## config.mk

```make
export PLATFORM = sky130hd
export DESIGN_NAME = sbs_top
export DESIGN_NICKNAME = d
export VERILOG_FILES = /design/src/rtl/sbs_pkg.sv /design/src/rtl/sbs_ctrl.sv /design/src/rtl/sbs_burst.sv /design/src/rtl/sbs_array.sv /design/src/rtl/sbs_top.sv
export SDC_FILE = /design/constraint.sdc
export NUM_CORES = 2
export LEC_CHECK = 0
export ABC_AREA = 1
export ABC_CLOCK_PERIOD_IN_PS = 4200
export BUFFER_PORTS_ARGS = -buffer_cell sky130_fd_sc_hd__clkbuf_2
export CORE_MARGIN = 10
export CORE_UTILIZATION = 30
export DETAILED_ROUTE_END_ITERATION = 10
export PLACE_DENSITY = 0.41
export SYNTH_ARGS = -nofsm -noshare
export SYNTH_HDL_FRONTEND = slang
export SYNTH_SLANG_ARGS = --single-unit
export TNS_END_PERCENT = 50
```

## constraint.sdc

```tcl
create_clock -name clk -period 4.2 [get_ports clk]
set_input_delay 0.21 -clock clk [delete_from_list [all_inputs] [get_ports clk]]
set_output_delay 0.21 -clock clk [all_outputs]
set_load 0.02 [all_outputs]
```

## src/rtl/sbs_pkg.sv

```systemverilog
package sbs_pkg;

    typedef enum logic [1:0] {
        ST_IDLE  = 2'd0,
        ST_READ  = 2'd1,
        ST_WRITE = 2'd2
    } sbs_state_t;

    localparam int BEAT_W = 2;

    // Low address bits for a given start offset and beat count.
    function automatic logic [BEAT_W-1:0] beat_addr(
        input logic [BEAT_W-1:0] start,
        input logic [BEAT_W-1:0] beat,
        input logic              lin
    );
        logic [BEAT_W-1:0] res;
        if (lin) res = start + beat;
        else     res = start ^ beat;
        return res;
    endfunction

endpackage

```

## src/rtl/sbs_ctrl.sv

```systemverilog
module sbs_ctrl
    import sbs_pkg::*;
(
    input  logic       clk,
    input  logic       rst_n,
    input  logic       sel_a_n,
    input  logic       sel_b,
    input  logic       sel_c_n,
    input  logic       strb_cpu_n,
    input  logic       strb_ctl_n,
    input  logic       step_n,
    input  logic       wr_mst_n,
    input  logic       wr_all_n,
    output sbs_state_t state,
    output logic       load,
    output logic       adv,
    output logic       wr_now
);

    sbs_state_t state_nxt;
    logic       selected;
    logic       strobe;
    logic       is_wr;

    always_comb begin
        selected = !sel_a_n && sel_b && !sel_c_n;
        // controller strobe always acts; processor strobe needs primary select
        strobe   = !strb_ctl_n || (!strb_cpu_n && !sel_a_n);
        is_wr    = !wr_all_n || !wr_mst_n;
    end

    always_ff @(posedge clk) begin
        if (!rst_n) state <= ST_IDLE;
        else        state <= state_nxt;
    end

    always_comb begin
        state_nxt = state;
        unique case (state)
            ST_IDLE: begin
                if (strobe && selected)
                    state_nxt = is_wr ? ST_WRITE : ST_READ;
            end
            ST_READ, ST_WRITE: begin
                if (strobe && !selected) state_nxt = ST_IDLE;
                else                     state_nxt = is_wr ? ST_WRITE : ST_READ;
            end
            default: state_nxt = ST_IDLE;
        endcase
    end

    always_comb begin
        load   = strobe && selected;
        adv    = !strobe && !step_n && (state != ST_IDLE);
        wr_now = (state_nxt == ST_WRITE);
    end

endmodule

```

## src/rtl/sbs_burst.sv

```systemverilog
module sbs_burst
    import sbs_pkg::*;
(
    input  logic              clk,
    input  logic              rst_n,
    input  logic              load,
    input  logic              adv,
    input  logic              lin,
    input  logic [BEAT_W-1:0] ext_lo,
    output logic [BEAT_W-1:0] cur_lo,
    output logic [BEAT_W-1:0] nxt_lo
);

    logic [BEAT_W-1:0] start_q;
    logic [BEAT_W-1:0] beat_q;

    always_ff @(posedge clk) begin
        if (!rst_n) begin
            start_q <= '0;
            beat_q  <= '0;
        end else if (load) begin
            start_q <= ext_lo;
            beat_q  <= '0;
        end else if (adv) begin
            beat_q  <= beat_q + 1'b1;
        end
    end

    always_comb begin
        cur_lo = beat_addr(start_q, beat_q, lin);
        if (load)     nxt_lo = ext_lo;
        else if (adv) nxt_lo = beat_addr(start_q, beat_q + 1'b1, lin);
        else          nxt_lo = cur_lo;
    end

endmodule

```

## src/rtl/sbs_array.sv

```systemverilog
module sbs_array #(
    parameter int DEPTH  = 64,
    parameter int LANES  = 4,
    parameter int LANE_W = 9,
    localparam int AW    = $clog2(DEPTH),
    localparam int DW    = LANES * LANE_W
) (
    input  logic             clk,
    input  logic [LANES-1:0] lane_we,
    input  logic [AW-1:0]    waddr,
    input  logic [DW-1:0]    wdata,
    input  logic [AW-1:0]    raddr,
    output logic [DW-1:0]    rdata
);

    for (genvar g = 0; g < LANES; g++) begin : g_lane
        logic [LANE_W-1:0] cells [DEPTH];

        always_ff @(posedge clk) begin
            if (lane_we[g]) cells[waddr] <= wdata[g*LANE_W +: LANE_W];
        end

        assign rdata[g*LANE_W +: LANE_W] = cells[raddr];
    end

endmodule

```

## src/rtl/sbs_top.sv

```systemverilog
module sbs_top
    import sbs_pkg::*;
#(
    parameter int DEPTH  = 64,
    parameter int LANES  = 4,
    parameter int LANE_W = 9,
    localparam int AW    = $clog2(DEPTH),
    localparam int DW    = LANES * LANE_W
) (
    input  logic             clk,
    input  logic             rst_n,
    input  logic [AW-1:0]    addr_in,
    input  logic [DW-1:0]    wdata,
    input  logic             sel_a_n,
    input  logic             sel_b,
    input  logic             sel_c_n,
    input  logic             strb_cpu_n,
    input  logic             strb_ctl_n,
    input  logic             step_n,
    input  logic             wr_mst_n,
    input  logic [LANES-1:0] lane_wr_n,
    input  logic             wr_all_n,
    input  logic             out_en_n,
    input  logic             lin_order,
    output logic [DW-1:0]    rd_data,
    output logic             rd_en
);

    sbs_state_t        state;
    logic              load;
    logic              adv;
    logic              wr_now;
    logic [BEAT_W-1:0] cur_lo;
    logic [BEAT_W-1:0] nxt_lo;
    logic [AW-1:0]     upper_q;
    logic [AW-1:0]     addr_q;
    logic [AW-1:0]     addr_nxt;
    logic [LANES-1:0]  lane_we;
    logic [DW-1:0]     arr_q;

    sbs_ctrl i_ctrl (
        .clk        (clk),
        .rst_n      (rst_n),
        .sel_a_n    (sel_a_n),
        .sel_b      (sel_b),
        .sel_c_n    (sel_c_n),
        .strb_cpu_n (strb_cpu_n),
        .strb_ctl_n (strb_ctl_n),
        .step_n     (step_n),
        .wr_mst_n   (wr_mst_n),
        .wr_all_n   (wr_all_n),
        .state      (state),
        .load       (load),
        .adv        (adv),
        .wr_now     (wr_now)
    );

    sbs_burst i_burst (
        .clk    (clk),
        .rst_n  (rst_n),
        .load   (load),
        .adv    (adv),
        .lin    (lin_order),
        .ext_lo (addr_in[BEAT_W-1:0]),
        .cur_lo (cur_lo),
        .nxt_lo (nxt_lo)
    );

    // upper address bits change only on a load
    always_ff @(posedge clk) begin
        if (!rst_n)    upper_q <= '0;
        else if (load) upper_q <= addr_in;
    end

    always_comb begin
        addr_q   = {upper_q[AW-1:BEAT_W], cur_lo};
        addr_nxt = load ? addr_in : {upper_q[AW-1:BEAT_W], nxt_lo};
        if (!wr_now)        lane_we = '0;
        else if (!wr_all_n) lane_we = '1;
        else if (!wr_mst_n) lane_we = ~lane_wr_n;
        else                lane_we = '0;
    end

    sbs_array #(
        .DEPTH  (DEPTH),
        .LANES  (LANES),
        .LANE_W (LANE_W)
    ) i_array (
        .clk     (clk),
        .lane_we (lane_we),
        .waddr   (addr_nxt),
        .wdata   (wdata),
        .raddr   (addr_q),
        .rdata   (arr_q)
    );

    always_comb begin
        rd_en   = (state == ST_READ) && !out_en_n;
        rd_data = rd_en ? arr_q : '0;
    end

endmodule

```

# [After elaboration in Yosys (flattened, before gate mapping)]
# Memories as Yosys holds them, arrays and structs flattened.
# Index checks and enable logic that the tools add are counted.
[op_classes] n_reduce_logical=24 bitwise=4 add_sub_neg=3 n_eq_ne=3 n_mux=20
[ops] op="$mux 36" count=1
[ops] op="$mux 2" count=6
[ops] op="$mux 4" count=3
[ops] op="$logic_not 1->1" count=10
[ops] op="$logic_and 1x1->1" count=8
[ops] op="$mux 1" count=8
[ops] op="$mux 6" count=1
[ops] op="$add 2x2->2" count=2
[ops] op="$eq 2x2->1 const B" count=2
[ops] op="$not 4->4" count=1
[ops] op="$pmux 2 s2" count=1
[ops] op="$reduce_or 2->1" count=2
[ops] op="$xor 2x2->2" count=2
[ops] op="$add 2x1->2 const B" count=1
[ops] op="$eq 2x1->1 const B" count=1
[ops] op="$logic_not 2->1" count=1
[ops] op="$logic_or 1x1->1" count=2
[ops] op="$reduce_bool 2->1" count=1
[ops] op="$not 1->1" count=1
[word_totals] out_inout_bits=37 mem_bits_rw=2304 regBits=12 n_memories=4 elab_cells=62
[mem_list] name="i_array.g_lane[0].cells" depth=64 word_bits=9 read_ports=1 rd_clocked_by_memory_dff=0 write_ports=1 line="sbs_array.sv:17" source="logic [LANE_W-1:0] cells [DEPTH];"
[mem_list] name="i_array.g_lane[1].cells" depth=64 word_bits=9 read_ports=1 rd_clocked_by_memory_dff=0 write_ports=1 line="sbs_array.sv:17"
[mem_list] name="i_array.g_lane[2].cells" depth=64 word_bits=9 read_ports=1 rd_clocked_by_memory_dff=0 write_ports=1 line="sbs_array.sv:17"
[mem_list] name="i_array.g_lane[3].cells" depth=64 word_bits=9 read_ports=1 rd_clocked_by_memory_dff=0 write_ports=1 line="sbs_array.sv:17"

# [Logic depth before layout (Yosys ltp)]
[depth] depth_word=11 depth_mapped=17

# [Modules after synthesis]
# From an unflattened synthesis, not the netlist that was laid out.
[unflattened] cells_unflattened=8070 area_unflattened_um2=94503.1
[modules_own_cells] module="sbs_array" area_each_um2=93330.8 cells_each=7854 seq_area_each_um2=69186.4 n_inst=1
[modules_own_cells] module="sbs_top" area_each_um2=671.9 cells_each=132 seq_area_each_um2=80.1 n_inst=1
[modules_own_cells] module="sbs_burst" area_each_um2=301.5 cells_each=51 seq_area_each_um2=80.1 n_inst=1
[modules_own_cells] module="sbs_ctrl" area_each_um2=198.9 cells_each=33 seq_area_each_um2=40.0 n_inst=1

# [Worst setup path before layout]
# No wires, ideal clock.
[synth_path] path_type="register -> register" startpoint="register i_burst.beat_q[0]" endpoint="memory i_array.g_lane[0].cells[3][0], enable pin" arrival_ps=2564 stages_incl_launch_ff=12 path_slack_ps=1262 n_path_buf=2 period_less_slack_ps=2938 required_time_ps=3826 setup_ps=374 cell_sequence="dfxtp_1 -> inv_1 -> ha_1 -> buf_2 -> buf_2 -> nand2_1 -> nand3_1 -> nand2_4 -> inv_2 -> nor3_4 -> nand2_4 -> nor2_1"
[synth_via] elab_chain_len=5 word_cells_on_any_way=9
[synth_rtl] element="start, declared" line="sbs_burst.sv:15" source="logic [BEAT_W-1:0] beat_q;"
[synth_rtl] element="start signal, assigned" line="sbs_burst.sv:25" source="beat_q <= beat_q + 1'b1;"
[synth_rtl] element="$add 2x1->2" line="sbs_burst.sv:32" source="else if (adv) nxt_lo = beat_addr(start_q, beat_q + 1'b1, lin);"
[synth_rtl] element="$add 2x2->2 or $xor 2x2->2 (tied branches)" line="sbs_pkg.sv:18, sbs_pkg.sv:19"
[synth_rtl] element="$mux 2" line="sbs_pkg.sv:18" source="if (lin) res = start + beat;"
[synth_rtl] element="$mux 2 (*)" line="sbs_burst.sv:32"
[synth_rtl] element="$mux 6 (*)" line="sbs_top.sv:77" source="addr_nxt = load ? addr_in : {upper_q[AW-1:BEAT_W], nxt_lo};"
[synth_rtl] element="end, declared" line="sbs_array.sv:17"
# Every way passes the cells marked *; elsewhere a longest branch is shown, timed or not.

# [Worst setup path in the final report]
[layout_path] startpoint="register i_burst.beat_q[0]" endpoint="output port rd_data[24]"
[layout_via] elab_chain_len=4 word_cells_on_any_way=5
[layout_rtl] element="$add 2x2->2 or $xor 2x2->2 (tied branches)" line="sbs_pkg.sv:18, sbs_pkg.sv:19"
[layout_rtl] element="$mux 2 (*)" line="sbs_pkg.sv:18"
[layout_rtl] element="$mem_v2 64x9 (*)"
[layout_rtl] element="$mux 36 (*)" line="sbs_top.sv:99" source="rd_data = rd_en ? arr_q : '0;"
[layout_rtl] element="end, declared" line="sbs_top.sv:25" source="output logic [DW-1:0] rd_data,"
# Marks and branches as above.

==> summary.md <==
| Metric | Value |
|---|---|
| Worst hold start | wdata[10] |
| Critical Path Start | i_burst.beat_q[0]$_SDFFE_PP0N_ |
| Grt ovf | 0 |
| IO Port Bufs | 94 |
| Status | finished, final reports clean |
| Dpl ws | 364.6 ps |
| Largest net degree at the start of global routing | 115 |
| Final Cycle Share | 0.9918 |
| Int Power | 39.12 mW |
| CTS H-tree depth | 5 |
| Netlist cell types | 34 |
| Worst slew pin tran | 1332 ps |
| Layout cells sized above 1 | 0.1297 |
| Most frequent cells in the layout | nor2_1, edfxtp_1, nand2_1, nand3_1, buf_4 |
| Worst r2r src | upper_q[0]$_SDFFE_PN0N_ |
| Placed cell area | 104900 um^2 |
| Mean post-synth cell area | 10.83 um^2 |
| Number of synthesized flops with an enable pin | 2304 |
| Area growth syn-to-layout | 20.11% |
| Reg2Reg Depth | 11 |
| First-pass GRT wire length | 497.9 mm |
| Flops & latches, synth | 2314 |
| RSZ-0062 raised after global routing | true |
| Arrival time at the worst endpoint | 3960 ps |
| Synth warn | 0 |
| Maximum vdd ir drop | 251.0 uV |
| Highest clock rate | 240.1 MHz |
| Die Ht | 587.7 um |
| Clk root buf | clkbuf_16 |
| # DRC | 0 |
| Asr flop ratio synth | 0 |
| Min cycle time layout | 4165 ps |
| Routability congestion estimate | 0.8040 |
| Worst Path Class, Setup | flip-flop to primary output |
| Starting density of the core | 0.3013 |
| Die area | 345400 um^2 |
| Commonest non-fill, non-tap cell in the layout | nor2_1 |
| Initial DRT Pass Iterations | 6 |
| Cells after synthesis | 8929 |
| RR Endpoint | i_array.g_lane[2].cells[44][1]$_DFFE_PP_ |
| Vias in the first global route | 66600 |
| Critical path capture point type | primary output |
| Inserted Clock Buffers | 273 |
| Min-Delay Path Class | primary input to flip-flop |
| WL final | 355.7 mm |
| Die width | 587.7 um |
| Clock network power share | 0.434 |
| PwrDens | 443.3 nW/um^2 |
| Critical Path RT | 3990 ps |
| Clk_lat worst skew | 900 ps |
| Maximum fanout along the worst path | 79 |
| Via density | 4.911 |
| Hold Path Sink | i_array.g_lane[1].cells[24][1]$_DFFE_PP_ |
| Register area share after synthesis | 0.7177 |
| Switching share of power | 0.2401 |
| Via count | 68100 |
| Psw | 12.36 mW |
| Avg WL per Cell | 25.65 um |
| All-layer global routing usage | 0.1938 |
| 1st-iter DRT viols | 6300 |
| Worst R2R Setup Slack | 190 ps |
| Syn_nets | 8992 |
| Flop pwr share | 0.495 |
| Top_reg_cell synth | edfxtp_1 |
| Io pins | 95 |
| Core Region | 320900 um^2 |
| Hold Path Stages | 2 |
| Final setup vio count | 0 |
| Setup Skew | 27.37 ps |
| Combinational share of power | 0.071 |
| CTS tree | yes |
| Detailed Place HPWL | 209.2 mm |
| Row count | 208 |
| Syn Std Cell Area | 96680 um^2 |
| Max-cap violations | 0 |
| Static Leak | 41.25 nW |
| Endpoints failing hold | 0 |
| Pins over their slew limit | 0 |
| Nets@finish | 9404 |
| Initial antenna violation count | 25 |
| Design area | 116100 um^2 |
| Setup ws final | 34.50 ps |
| Clk buf depth | 4 |
| Max_slew headroom | 0.1122 |
| Remaining antenna violation count after routing | 0 |
| TritonCTS Sinks | 2314 |
| CTS clk-pin slew, worst paths | 60 ps |
| Worst Setup Start Kind | flip-flop |
## power groups by stage
| stage | clock network [mW] | registers, mW | logic [mW] |
|---|---|---|---|
| 2_1_floorplan | 0 | 25.9 | 1.67 |
| 3_3_place_gp | 0 | 25.9 | 3.32 |
| 3_5_place_dp | 0 | 25.9 | 3.31 |
| 4_1_cts | 22.9 | 25.5 | 3.54 |
| 5_1_grt | 23.8 | 25.5 | 3.96 |
| 6_report | 22.4 | 25.5 | 3.65 |
## worst max path at each step
stage	end	slack (ps)	depth (start not counted)
3_5_place_dp	i_array.g_lane[2].cells[10][4]$_DFFE_PP_	360	10
3_3_place_gp	i_array.g_lane[2].cells[10][4]$_DFFE_PP_	350	10
5_1_grt	rd_data[35]	-40	18
2_1_floorplan	i_array.g_lane[0].cells[3][0]$_DFFE_PP_	1260	11
4_1_cts	rd_data[30]	-90	19
6_report	rd_data[24]	30	17
## cells by family (layout without fill, tap and decap cells)
group	after synthesis	in the layout	share of synthesized area
AOI/OAI and AO/OA	327	327	0.01778
xor gates and xnor gates	3	3	0.0002718
adders and majority gates	5	5	0.0006471
buffers and inverters	591	1212	0.02419
DFF	2314	2314	0.7177
other	0	11	0
and+or+nand+nor	5689	5690	0.2394
## worst max-delay path, cell delays in order, from the launching register on
cell and delay (ps):
dfxtp_4 360, inv_1 80, ha_4 340, buf_12 130, buf_4 120, buf_16 250
nor2_1 100, nor2_1 120, nand3_1 100, nand3_1 130, nand3_1 170, nand3_1 230
nand2_2 130, nand2_1 80, nand2_1 90, nor2_1 120, buf_4 150, buf_4 190
## cells in the mapped netlist (2+ instances only)
cell type / number / area, um^2
a21oi_1: 221 / 1106
a22oi_1: 19 / 142.6
buf_1: 52 / 195.2
buf_2: 90 / 450.4
buf_4: 2 / 15.01
clkbuf_1: 424 / 1592
clkinv_1: 2 / 7.510
dfxtp_1: 10 / 200.2
edfxtp_1: 2304 / 69190
ha_1: 5 / 62.56
inv_1: 9 / 33.78
inv_2: 12 / 45.04
nand2_1: 1671 / 6272
nand2_4: 9 / 101.4
nand3_1: 1192 / 5966
nand4_1: 32 / 200.2
nor2_1: 2734 / 10260
nor2_2: 7 / 43.79
nor3_2: 4 / 40.04
o21ai_0: 77 / 385.4
o21ai_1: 2 / 10.01
o21ai_2: 3 / 26.28
or2_2: 36 / 225.2
xor2_1: 2 / 17.52
## what timing repair did
action	in CTS	in global routing
setup buffers	23	8
gates cloned	18	25
setup endpoints to repair	36	36
pin swaps	10	30
hold buffers	37	0
hold endpoints to repair	441	0
resized for setup	154	141
## flip-flops by register name, indices dropped and copies added, names as in the netlist
| signal | count |
|---|---|
| i_array.g_lane.cells | 2304 |
| upper_q | 6 |
| i_burst.beat_q | 2 |
| i_ctrl.state | 2 |
## area by class of cell
class	instances	area (um^2)
antenna	11	27.53
clock buffer	334	7146
clock inverter	151	1082
fill	31700	204800
inverter	23	128.9
multi-input combinational	6025	25700
sequential	2314	69410
tap	4305	5386
timing repair buffer	703	7246
timing repair inverter	1	8.758
## per-stage QoR
step / power (mW) / instances / hold WS [ps] / TNS, ps / utilization
finish: 51.48 / 13870 / 46.93 / 0 / 0.3619
global route: 53.17 / 13860 / 45.55 / -328.4 / 0.3618
CTS: 51.89 / 13820 / 1.859 / -567.4 / 0.3581
detailed placement: 29.26 / 13260 / 503.7 / 0 / 0.3269
global placement: 29.26 / 13260 / 508.7 / 0 / 0.3269
floorplan: 27.61 / 8929 / 308.9 / 0 / -
## layer usage
| metal | routed length, um | up-vias | global-route usage |
|---|---|---|---|
| met4 | 12830 | 2 | 0.06520 |
| met5 | 9 | - | 0 |
| li1 | - | 31380 | - |
| met3 | 18660 | 484 | 0.02582 |
| met2 | 167500 | 1940 | 0.3173 |
| met1 | 156700 | 34300 | 0.2658 |
Power figures use the tool's default switching activity.
